<file path="src/rtl/wdg_pkg.sv">
package wdg_pkg;

    localparam int BUS_W    = 32;
    localparam int ADDR_W   = 4;
    localparam int CNT_W    = 16;
    localparam int PRE_W    = 18;
    localparam int SEL_W    = 2;
    localparam int KEY_LSB  = 16;
    localparam int KEY_W    = 8;

    localparam logic [KEY_W-1:0]  KEY_ARM    = 8'hBE;
    localparam logic [KEY_W-1:0]  KEY_COMMIT = 8'hDC;
    localparam logic [ADDR_W-1:0] OFS_CTRL   = 4'h0;
    localparam logic [ADDR_W-1:0] OFS_STAT   = 4'h8;

    typedef struct packed {
        logic             run;
        logic [SEL_W-1:0] warn_sel;
        logic [SEL_W-1:0] div_sel;
        logic [CNT_W-1:0] reload;
    } wdg_cfg_t;

    localparam wdg_cfg_t CFG_RESET = '{run: 1'b0, warn_sel: '0, div_sel: '0,
                                       reload: {CNT_W{1'b1}}};

    // log2 of the prescaler ratio for each divider select
    function automatic logic [4:0] div_shift(input logic [SEL_W-1:0] sel);
        case (sel)
            2'd0:    return 5'd0;
            2'd1:    return 5'd6;
            2'd2:    return 5'd12;
            default: return 5'd18;
        endcase
    endfunction

    // warning threshold: full range divided by 2, 4, 8 or 16
    function automatic logic [CNT_W:0] warn_level(input logic [SEL_W-1:0] sel);
        logic [CNT_W:0] full;
        full = {1'b1, {CNT_W{1'b0}}};
        return full >> (sel + 1);
    endfunction

    // control readback: key field and spare bits read as zero
    function automatic logic [BUS_W-1:0] ctrl_word(input wdg_cfg_t c);
        return {c.run, 3'b000, c.warn_sel, c.div_sel, {KEY_W{1'b0}}, c.reload};
    endfunction

endpackage

</file>
<file path="src/rtl/wdg_unlock.sv">
module wdg_unlock
    import wdg_pkg::*;
(
    input  logic              clk,
    input  logic              rst,
    input  logic              acc_valid,
    input  logic              acc_write,
    input  logic [ADDR_W-1:0] acc_addr,
    input  logic [BUS_W-1:0]  acc_wdata,
    input  logic              expire,
    output logic              apply,
    output wdg_cfg_t          cfg
);
    logic             armed;
    logic             ctrl_wr;
    logic [KEY_W-1:0] key;

    assign key     = acc_wdata[KEY_LSB +: KEY_W];
    assign ctrl_wr = acc_valid && acc_write && (acc_addr == OFS_CTRL);
    assign apply   = ctrl_wr && armed && (key == KEY_COMMIT);

    always_ff @(posedge clk) begin
        if (rst) begin
            armed <= 1'b0;
            cfg   <= CFG_RESET;
        end else begin
            if (ctrl_wr)
                armed <= !armed && (key == KEY_ARM);
            else if (acc_valid)
                armed <= 1'b0;

            if (apply) begin
                cfg.run      <= acc_wdata[BUS_W-1];
                cfg.warn_sel <= acc_wdata[27:26];
                cfg.div_sel  <= acc_wdata[25:24];
                cfg.reload   <= acc_wdata[CNT_W-1:0];
            end else if (expire) begin
                cfg.run <= 1'b0;
            end
        end
    end
endmodule

</file>
<file path="src/rtl/wdg_prescaler.sv">
module wdg_prescaler
    import wdg_pkg::*;
(
    input  logic             clk,
    input  logic             rst,
    input  logic             run,
    input  logic             restart,
    input  logic [SEL_W-1:0] sel,
    output logic             tick
);
    logic [PRE_W-1:0] pcnt;
    logic [PRE_W:0]   last;

    assign last = ({{PRE_W{1'b0}}, 1'b1} << div_shift(sel)) - 1'b1;
    assign tick = run && ({1'b0, pcnt} == last);

    always_ff @(posedge clk) begin
        if (rst || restart || !run || tick)
            pcnt <= '0;
        else
            pcnt <= pcnt + 1'b1;
    end
endmodule

</file>
<file path="src/rtl/wdg_countdown.sv">
module wdg_countdown
    import wdg_pkg::*;
(
    input  logic             clk,
    input  logic             rst,
    input  logic             run,
    input  logic             apply,
    input  logic [CNT_W-1:0] load_val,
    input  logic [SEL_W-1:0] warn_sel,
    input  logic             tick,
    output logic [CNT_W-1:0] count,
    output logic             expire,
    output logic             rst_req,
    output logic             prewarn
);
    logic near_end;

    assign expire   = run && tick && !apply && (count <= CNT_W'(1));
    assign near_end = ({1'b0, count} <= warn_level(warn_sel));

    always_ff @(posedge clk) begin
        if (rst) begin
            count   <= {CNT_W{1'b1}};
            rst_req <= 1'b0;
            prewarn <= 1'b0;
        end else begin
            rst_req <= expire;
            if (apply) begin
                count   <= load_val;
                prewarn <= 1'b0;
            end else begin
                if (run && tick && count != '0)
                    count <= count - 1'b1;
                if (run && near_end)
                    prewarn <= 1'b1;
            end
        end
    end
endmodule

</file>
<file path="src/rtl/pwd_watchdog.sv">
module pwd_watchdog
    import wdg_pkg::*;
(
    input  logic              clk,
    input  logic              rst,
    input  logic              bus_sel,
    input  logic              bus_we,
    input  logic [ADDR_W-1:0] bus_addr,
    input  logic [BUS_W-1:0]  bus_wdata,
    output logic [BUS_W-1:0]  bus_rdata,
    output logic              rst_req,
    output logic              prewarn
);
    wdg_cfg_t         cfg;
    logic             apply;
    logic             expire;
    logic             tick;
    logic             run_now;
    logic [CNT_W-1:0] count;

    assign run_now = cfg.run;

    wdg_unlock u_unlock (
        .clk       (clk),
        .rst       (rst),
        .acc_valid (bus_sel),
        .acc_write (bus_we),
        .acc_addr  (bus_addr),
        .acc_wdata (bus_wdata),
        .expire    (expire),
        .apply     (apply),
        .cfg       (cfg)
    );

    wdg_prescaler u_pre (
        .clk     (clk),
        .rst     (rst),
        .run     (cfg.run),
        .restart (apply),
        .sel     (cfg.div_sel),
        .tick    (tick)
    );

    wdg_countdown u_cnt (
        .clk      (clk),
        .rst      (rst),
        .run      (cfg.run),
        .apply    (apply),
        .load_val (bus_wdata[CNT_W-1:0]),
        .warn_sel (cfg.warn_sel),
        .tick     (tick),
        .count    (count),
        .expire   (expire),
        .rst_req  (rst_req),
        .prewarn  (prewarn)
    );

    always_comb begin
        bus_rdata = '0;
        if (bus_sel && !bus_we) begin
            case (bus_addr)
                OFS_CTRL: bus_rdata = ctrl_word(cfg);
                OFS_STAT: bus_rdata = {cfg.run, {(BUS_W-CNT_W-1){1'b0}}, count};
                default:  bus_rdata = '0;
            endcase
        end
    end
endmodule

</file>
<file path="config.mk">
export PLATFORM = sky130hd
export DESIGN_NAME = pwd_watchdog
export DESIGN_NICKNAME = d
export VERILOG_FILES = /design/src/rtl/wdg_pkg.sv /design/src/rtl/wdg_unlock.sv /design/src/rtl/wdg_prescaler.sv /design/src/rtl/wdg_countdown.sv /design/src/rtl/pwd_watchdog.sv
export SDC_FILE = /design/constraint.sdc
export NUM_CORES = 1
export LEC_CHECK = 0
export CAP_MARGIN = 15
export CORE_UTILIZATION = 47
export DETAILED_ROUTE_END_ITERATION = 7
export PLACE_DENSITY = 0.86
export RECOVER_POWER = 25
export SYNTH_ARGS = -nofsm -noshare
export SYNTH_HDL_FRONTEND = slang
export SYNTH_SLANG_ARGS = --single-unit
</file>
<file path="constraint.sdc">
create_clock -name clk -period 2.5 [get_ports clk]
set_input_delay 0.5 -clock clk [delete_from_list [all_inputs] [get_ports clk]]
set_output_delay 0.5 -clock clk [all_outputs]
set_load 0.005 [all_outputs]
</file>
==> results.json, run 1 <==
{
  "ys.flop_type": "dfxtp_1",
  "dp_slack_ns": -0.632,
  "seqPwrFrac": 0.491,
  "netSwitchingFraction": 0.263,
  "grt_pass1_vias": 3467,
  "clock_latency_ns": 0.35,
  "p_leak_nw": 2.07,
  "final_common_cell": "nor2_1",
  "ctsRootBufferMaster": "clkbuf_8",
  "via_per_inst": 5.60,
  "drt_iter0_drc": 168,
  "drc": 0,
  "cts_htree_levels": 3,
  "final_nets": 602,
  "coreArea_um2": 7330,
  "tightest_slew_ns": 0.605,
  "antenna_cells": 0,
  "finalCritPeriodShare": 0.989,
  "drive_gt1_frac": 0.284,
  "hp-class": "reg2reg",
  "numPortBuffers": 59,
  "dp_hpwl_um": 6820,
  "power_frac_clock": 0.394,
  "synth-async-reset-ratio": 0,
  "synth_top_area_frac": 0.322,
  "ant_nets": 0,
  "p_comb_frac": 0.116,
  "p_switching_mw": 0.517,
  "die_x_um": 89.5,
  "gr-usage-all-layers": 0.263,
  "finalWeightedCongestion": 0.903,
  "skew_ns": 0.0105,
  "cts_tree": "yes",
  "antenna_found_initial": 0,
  "cts-buffers-inserted": 9,
  "syn_area_per_cell_um2": 8.11,
  "rows": 31,
  "status": "completed",
  "path_class": "reg2reg",
  "cts.clk_slew.worst_paths_ns": 0.07,
  "path_max_fanout": 4,
  "syn_to_final_growth_pct": 42.6,
  "finalHoldViolCount": 0,
  "cap_violations": 0,
  "crit_path_cell_trace": "buf_6 > buf_6 > ha_4 > or3_4 > o21a_1 > a2111oi_4 > nand3_2 > buf_6 > or2_4 > a211oi_2",
  "power_density_nw_per_um2": 383,
  "ios": 74,
  "wirelength_um": 10400,
  "setup_ws_ns": 0.0279,
  "dr.pass1.iters": 4,
  "setup_viol": 0,
  "clock_sinks": 58,
  "max_freq_ghz": 0.405,
  "final_cell_mix": "67 x nor2_1, 56 x dfxtp_1, 33 x nand2_1",
  "slew_headroom": 0.586,
  "ys_seq_area_frac": 0.322,
  "ys_warn_count": 0,
  "crit_slowest_cell": "a2111oi_4",
  "synth_cell_types": 60,
  "end_kind": "register",
  "start_util": 0.491,
  "slowest_delay_ns": 0.37,
  "grt_max_degree": 38,
  "fin_hold_ws_ns": 0.446,
  "ys_top_cells_by_area": "dfxtp_1 32%, nor2_1 8.0%, ha_1 4.9%",
  "cp.required_ns": 2.76,
  "die-area_um2": 8020,
  "synthesis.area_um2": 3600,
  "synth-seq-cells": 58,
  "rsz0062_at_grt": "true",
  "cpMostUsedCell": "buf_6",
  "cp.arrival_ns": 2.73,
  "post_drt_wl_per_cell_um": 15.9,
  "min_period_ns": 2.47,
  "die_y_um": 89.5,
  "start_kind": "register",
  "synth_top_area_cell": "dfxtp_1",
  "ir_drop_mv": 0.279,
  "synth_edf_count": 0,
  "cts_buffer_depth": 2,
  "grt-ovfl-total": 0,
  "vias": 3654,
  "grt_pass1_wl_um": 15900,
  "p_int_mw": 1.45,
  "slew_violations": 0,
  "postSynthCellCount": 444
}
power groups by stage:
stage / Combinational, mW / Sequential (mW) / Clock (mW)
2_1_floorplan: 0.102 / 0.982 / 0
3_3_place_gp: 0.196 / 0.983 / 0
3_5_place_dp: 0.204 / 0.984 / 0
4_1_cts: 0.216 / 0.963 / 0.782
5_1_grt: 0.245 / 0.966 / 0.829
6_report: 0.227 / 0.964 / 0.773
flip-flops by register name (all words and copies together), names as in the netlist:
register,count
u_cnt.rst_req,1
u_unlock.armed,1
u_cnt.prewarn,1
u_unlock.cfg,21
u_pre.pcnt,18
u_cnt.count,16
critical path, delay by kind of cell (launching register included):
family	cells	cell delay (ns)
buffers and inverters	3	0.40
and+or+nand+nor	3	0.75
AOI/OAI and AO/OA	3	0.73
DFF	1	0.36
adders and majority gates	1	0.15
cell type report:
cell class / instances / area (um^2)
inverters: 10 / 42.5
clock inverters: 5 / 30.0
well taps: 99 / 124
flip-flops and latches: 58 / 1170
clock buffers: 11 / 141
fillers: 526 / 2200
repair buffers: 120 / 1140
multi-input cells: 349 / 2480
metrics by stage:
| stage | cells | area [um^2] | TNS [ns] | total power [mW] | util |
|---|---|---|---|---|---|
| detailed placement | 620 | 4530 | -21.44 | 1.19 | 0.618 |
| global route | 652 | 5130 | -0.804 | 2.04 | 0.700 |
| floorplan | 454 | 3640 | 0 | 1.08 | - |
| finish | 652 | 5130 | 0 | 1.96 | 0.700 |
| CTS | 650 | 4930 | -0.0845 | 1.96 | 0.672 |
| global placement | 620 | 4530 | -18.19 | 1.18 | 0.618 |
cell families after synthesis:
group | Yosys count | share of synthesized area
AOI/OAI and AO/OA | 58 | 0.123
xor gates and xnor gates | 19 | 0.0462
adders and majority gates | 14 | 0.0486
buffers and inverters | 47 | 0.0747
DFF | 58 | 0.322
muxes | 18 | 0.0504
other | 1 | 0.00104
and+or+nand+nor | 229 | 0.334
final timing paths:
| check | start | endpoint | slack [ns] | cells past startpoint |
|---|---|---|---|---|
| setup / recovery | u_unlock.cfg[17] | u_cnt.count[10] | 0.03 | 10 |
| hold / removal | u_unlock.cfg[3] | u_unlock.cfg[3] | 0.45 | 2 |
| setup reg to reg | u_unlock.cfg[17] | u_cnt.count[10] | 0.03 | 10 |
| hold reg to reg | u_unlock.cfg[3] | u_unlock.cfg[3] | 0.45 | 2 |
repair_timing:
item	in CTS	in global routing
setup buffers	14	0
hold buffers	0	0
setup endpoints to repair	56	54
pin swaps	19	16
cloned	1	2
gates resized for setup	114	41
synth_stat cells (all sizes together) (2+ instances only):
library cell and number:
a2111oi 7, a211oi 6, a21oi 10, a31oi 2, and2 5, and3 6
and4 2, buf 22, clkbuf 15, dfxtp 58, ha 14, inv 10
mux2i 17, nand2 33, nand2b 3, nand3 12, nand3b 7, nand4 7
nand4b 7, nor2 77, nor3 35, nor3b 3, nor4 13, o21a 3
o21ai 4, o21bai 11, o311ai 2, o31ai 4, or2 5, or3 3
or4 7, or4b 2, xnor2 9, xor2 10
layer usage:
metal | global-route usage | wire length [um] | share of wire | up-vias
li1 | - | - | - | 1774
met1 | 0.296 | 4160 | 0.40 | 1729
met2 | 0.468 | 5400 | 0.52 | 122
met3 | 0.0600 | 531 | 0.051 | 29
met4 | 0.128 | 286 | 0.028 | 0
met5 | 0 | 0 | 0 | -
Power figures use the tool's default switching activity.
==> run 2: changes to the inputs <==
--- a/config.mk
+++ b/config.mk
@@ -10,6 +10,7 @@
 export DETAILED_ROUTE_END_ITERATION = 7
 export PLACE_DENSITY = 0.86
 export RECOVER_POWER = 25
+export SLEW_MARGIN = 40
 export SYNTH_ARGS = -nofsm -noshare
 export SYNTH_HDL_FRONTEND = slang
 export SYNTH_SLANG_ARGS = --single-unit
==> results of run 2 <==
No change in the layout: final DEF, timing and power equal those of run 1.
==> run 3: changes to the inputs <==
--- a/config.mk
+++ b/config.mk
@@ -7,6 +7,7 @@
 export LEC_CHECK = 0
 export CAP_MARGIN = 15
 export CORE_UTILIZATION = 47
+export CTS_BUF_LIST = sky130_fd_sc_hd__clkbuf_16
 export DETAILED_ROUTE_END_ITERATION = 7
 export PLACE_DENSITY = 0.86
 export RECOVER_POWER = 25
==> run 3 against run 2 <==
Wire length rose by 6.2%. Setup slack got worse by 0.025 ns. Power grew 16%. Flip-flop and latch count unchanged.
==> results.json, run 3 (synthesis results as in run 1) <==
{
  "design_area_um2": 5280,
  "rows": 31,
  "cts_htree_levels": 3,
  "final_cell_mix": "64 x nor2_1, 56 x dfxtp_1, 33 x nand2_1",
  "crit_path_cell_trace": "inv_4 > buf_4 > ha_1 > or2_0 > a41oi_2 > a2111oi_4 > and3_4 > clkbuf_16 > or4_4 > nor2_1",
  "ios": 74,
  "die_y_um": 89.5,
  "ant_nets": 0,
  "coreArea_um2": 7330,
  "power_density_nw_per_um2": 434,
  "grt_pass1_wl_um": 16300,
  "crit_slowest_cell": "or4_4",
  "power_frac_clock": 0.478,
  "p_comb_frac": 0.099,
  "critPathTopFamily": "simple AND/OR/NAND/NOR gates",
  "path_class": "reg2reg",
  "reg.largest.list": "u_unlock.cfg (21), u_pre.pcnt (18), u_cnt.count (16)",
  "cts_buffer_depth": 2,
  "cts_tree": "yes",
  "grt_pass1_vias": 3549,
  "slowest_delay_ns": 0.62,
  "drt_iter0_drc": 193,
  "grt-ovfl-total": 0,
  "cp.arrival_ns": 2.77,
  "numPortBuffers": 59,
  "grt_max_degree": 38,
  "dr.pass1.iters": 6,
  "slew_headroom": 0.574,
  "drive_gt1_frac": 0.292,
  "netSwitchingFraction": 0.246,
  "hp-class": "reg2reg",
  "setup_viol": 0,
  "tightest_slew_ns": 0.640,
  "rsz0062_at_grt": "true",
  "vias": 3776,
  "status": "completed",
  "start_util": 0.491,
  "antenna_found_initial": 0,
  "p_int_mw": 1.72,
  "ctsRootBufferMaster": "clkbuf_16",
  "p_total_mw": 2.29,
  "place_area_um2": 4530,
  "antenna_cells": 0,
  "cts-buffers-inserted": 9,
  "die_x_um": 89.5,
  "skew_ns": 0.00718,
  "path_max_fanout": 5,
  "p_switching_mw": 0.563,
  "cts.clk_slew.worst_paths_ns": 0.06,
  "min_period_ns": 2.50,
  "seqPwrFrac": 0.423,
  "fin_hold_ws_ns": 0.444,
  "fillers": 514,
  "cap_violations": 0,
  "final_nets": 604,
  "p_leak_nw": 2.12,
  "via_per_inst": 5.77,
  "post_drt_wl_per_cell_um": 16.8,
  "wirelength_um": 11000,
  "largest_reg_flops": 21,
  "dp_hpwl_um": 6820,
  "slew_violations": 0,
  "finalWeightedCongestion": 0.903,
  "max_freq_ghz": 0.400,
  "gr-usage-all-layers": 0.269,
  "finalHoldViolCount": 0,
  "final_common_cell": "nor2_1",
  "drc": 0,
  "top_register": "u_unlock.cfg",
  "clock_sinks": 58,
  "end_kind": "register",
  "finalCritPeriodShare": 0.999,
  "start_kind": "register",
  "worst-path-buf-inv": 3,
  "syn_to_final_growth_pct": 46.5,
  "cp.required_ns": 2.77,
  "die-area_um2": 8020,
  "clock_latency_ns": 0.34,
  "ir_drop_mv": 0.444
}
run 3: cell count changes in the layout (fill, tap and decap cells not counted), sizes merged:
cell / delta
buf: +2
clkbuf: -3
clkdlybuf4s15: -1
clkinv: +1
inv: +1
or4: +2
run 3: worst paths after layout:
kind / cells past startpoint / startpoint / end / slack [ns]
max: 10 / u_unlock.cfg[17] / u_pre.pcnt[11] / 0.003
min: 2 / u_unlock.cfg[3] / u_unlock.cfg[3] / 0.44
max reg2reg: 10 / u_unlock.cfg[17] / u_pre.pcnt[11] / 0.003
min reg2reg: 2 / u_unlock.cfg[3] / u_unlock.cfg[3] / 0.44
run 3: power groups by stage:
stage / clock (mW) / combinational (mW) / sequential, mW
after floorplan: 0 / 0.102 / 0.982
after detailed placement: 0 / 0.204 / 0.984
after CTS: 1.10 / 0.217 / 0.965
after global routing: 1.15 / 0.245 / 0.967
final: 1.09 / 0.227 / 0.966
after global placement: 0 / 0.196 / 0.983
run 3: stage by stage:
| stage | setup WS [ns] | cells | util | setup TNS, ns |
|---|---|---|---|---|
| detailed placement | -0.632 | 620 | 0.618 | -21.44 |
| finish | 0.00300 | 654 | 0.720 | 0 |
| global placement | -0.626 | 620 | 0.618 | -18.19 |
| global route | -0.0706 | 654 | 0.720 | -0.488 |
| CTS | -0.0185 | 650 | 0.684 | -0.0391 |
| floorplan | 0.0229 | 454 | - | 0 |
run 3: layout make-up:
class / instances / area, um^2 / share of cell area
inverters: 10 / 42.5 / 0.00806
repair buffers: 120 / 1150 / 0.218
multi-input cells: 351 / 2530 / 0.480
well taps: 99 / 124 / 0.0235
flip-flops and latches: 58 / 1170 / 0.221
clock inverters: 7 / 37.5 / 0.00712
clock buffers: 9 / 225 / 0.0427
run 3: timing repair:
item                       CTS  global route
gates resized for setup    113            52
pin swaps                   18            20
hold buffers                 0             0
setup buffers               14             0
cloned                       1             4
setup endpoints to repair   55            55
run 3: worst min-delay path: stages, from the launching register on:
cell     delay [ns]
dfxtp_1        0.31
nand2_1        0.05
nand2_1        0.04
run 3: layer usage:
| layer | part of all wire | vias up | GRT usage |
|---|---|---|---|
| li1 | - | 1786 | - |
| met1 | 0.39 | 1768 | 0.297 |
| met4 | 0.041 | 0 | 0.140 |
| met5 | 0 | - | 0 |
| met3 | 0.063 | 47 | 0.0702 |
| met2 | 0.50 | 175 | 0.476 |
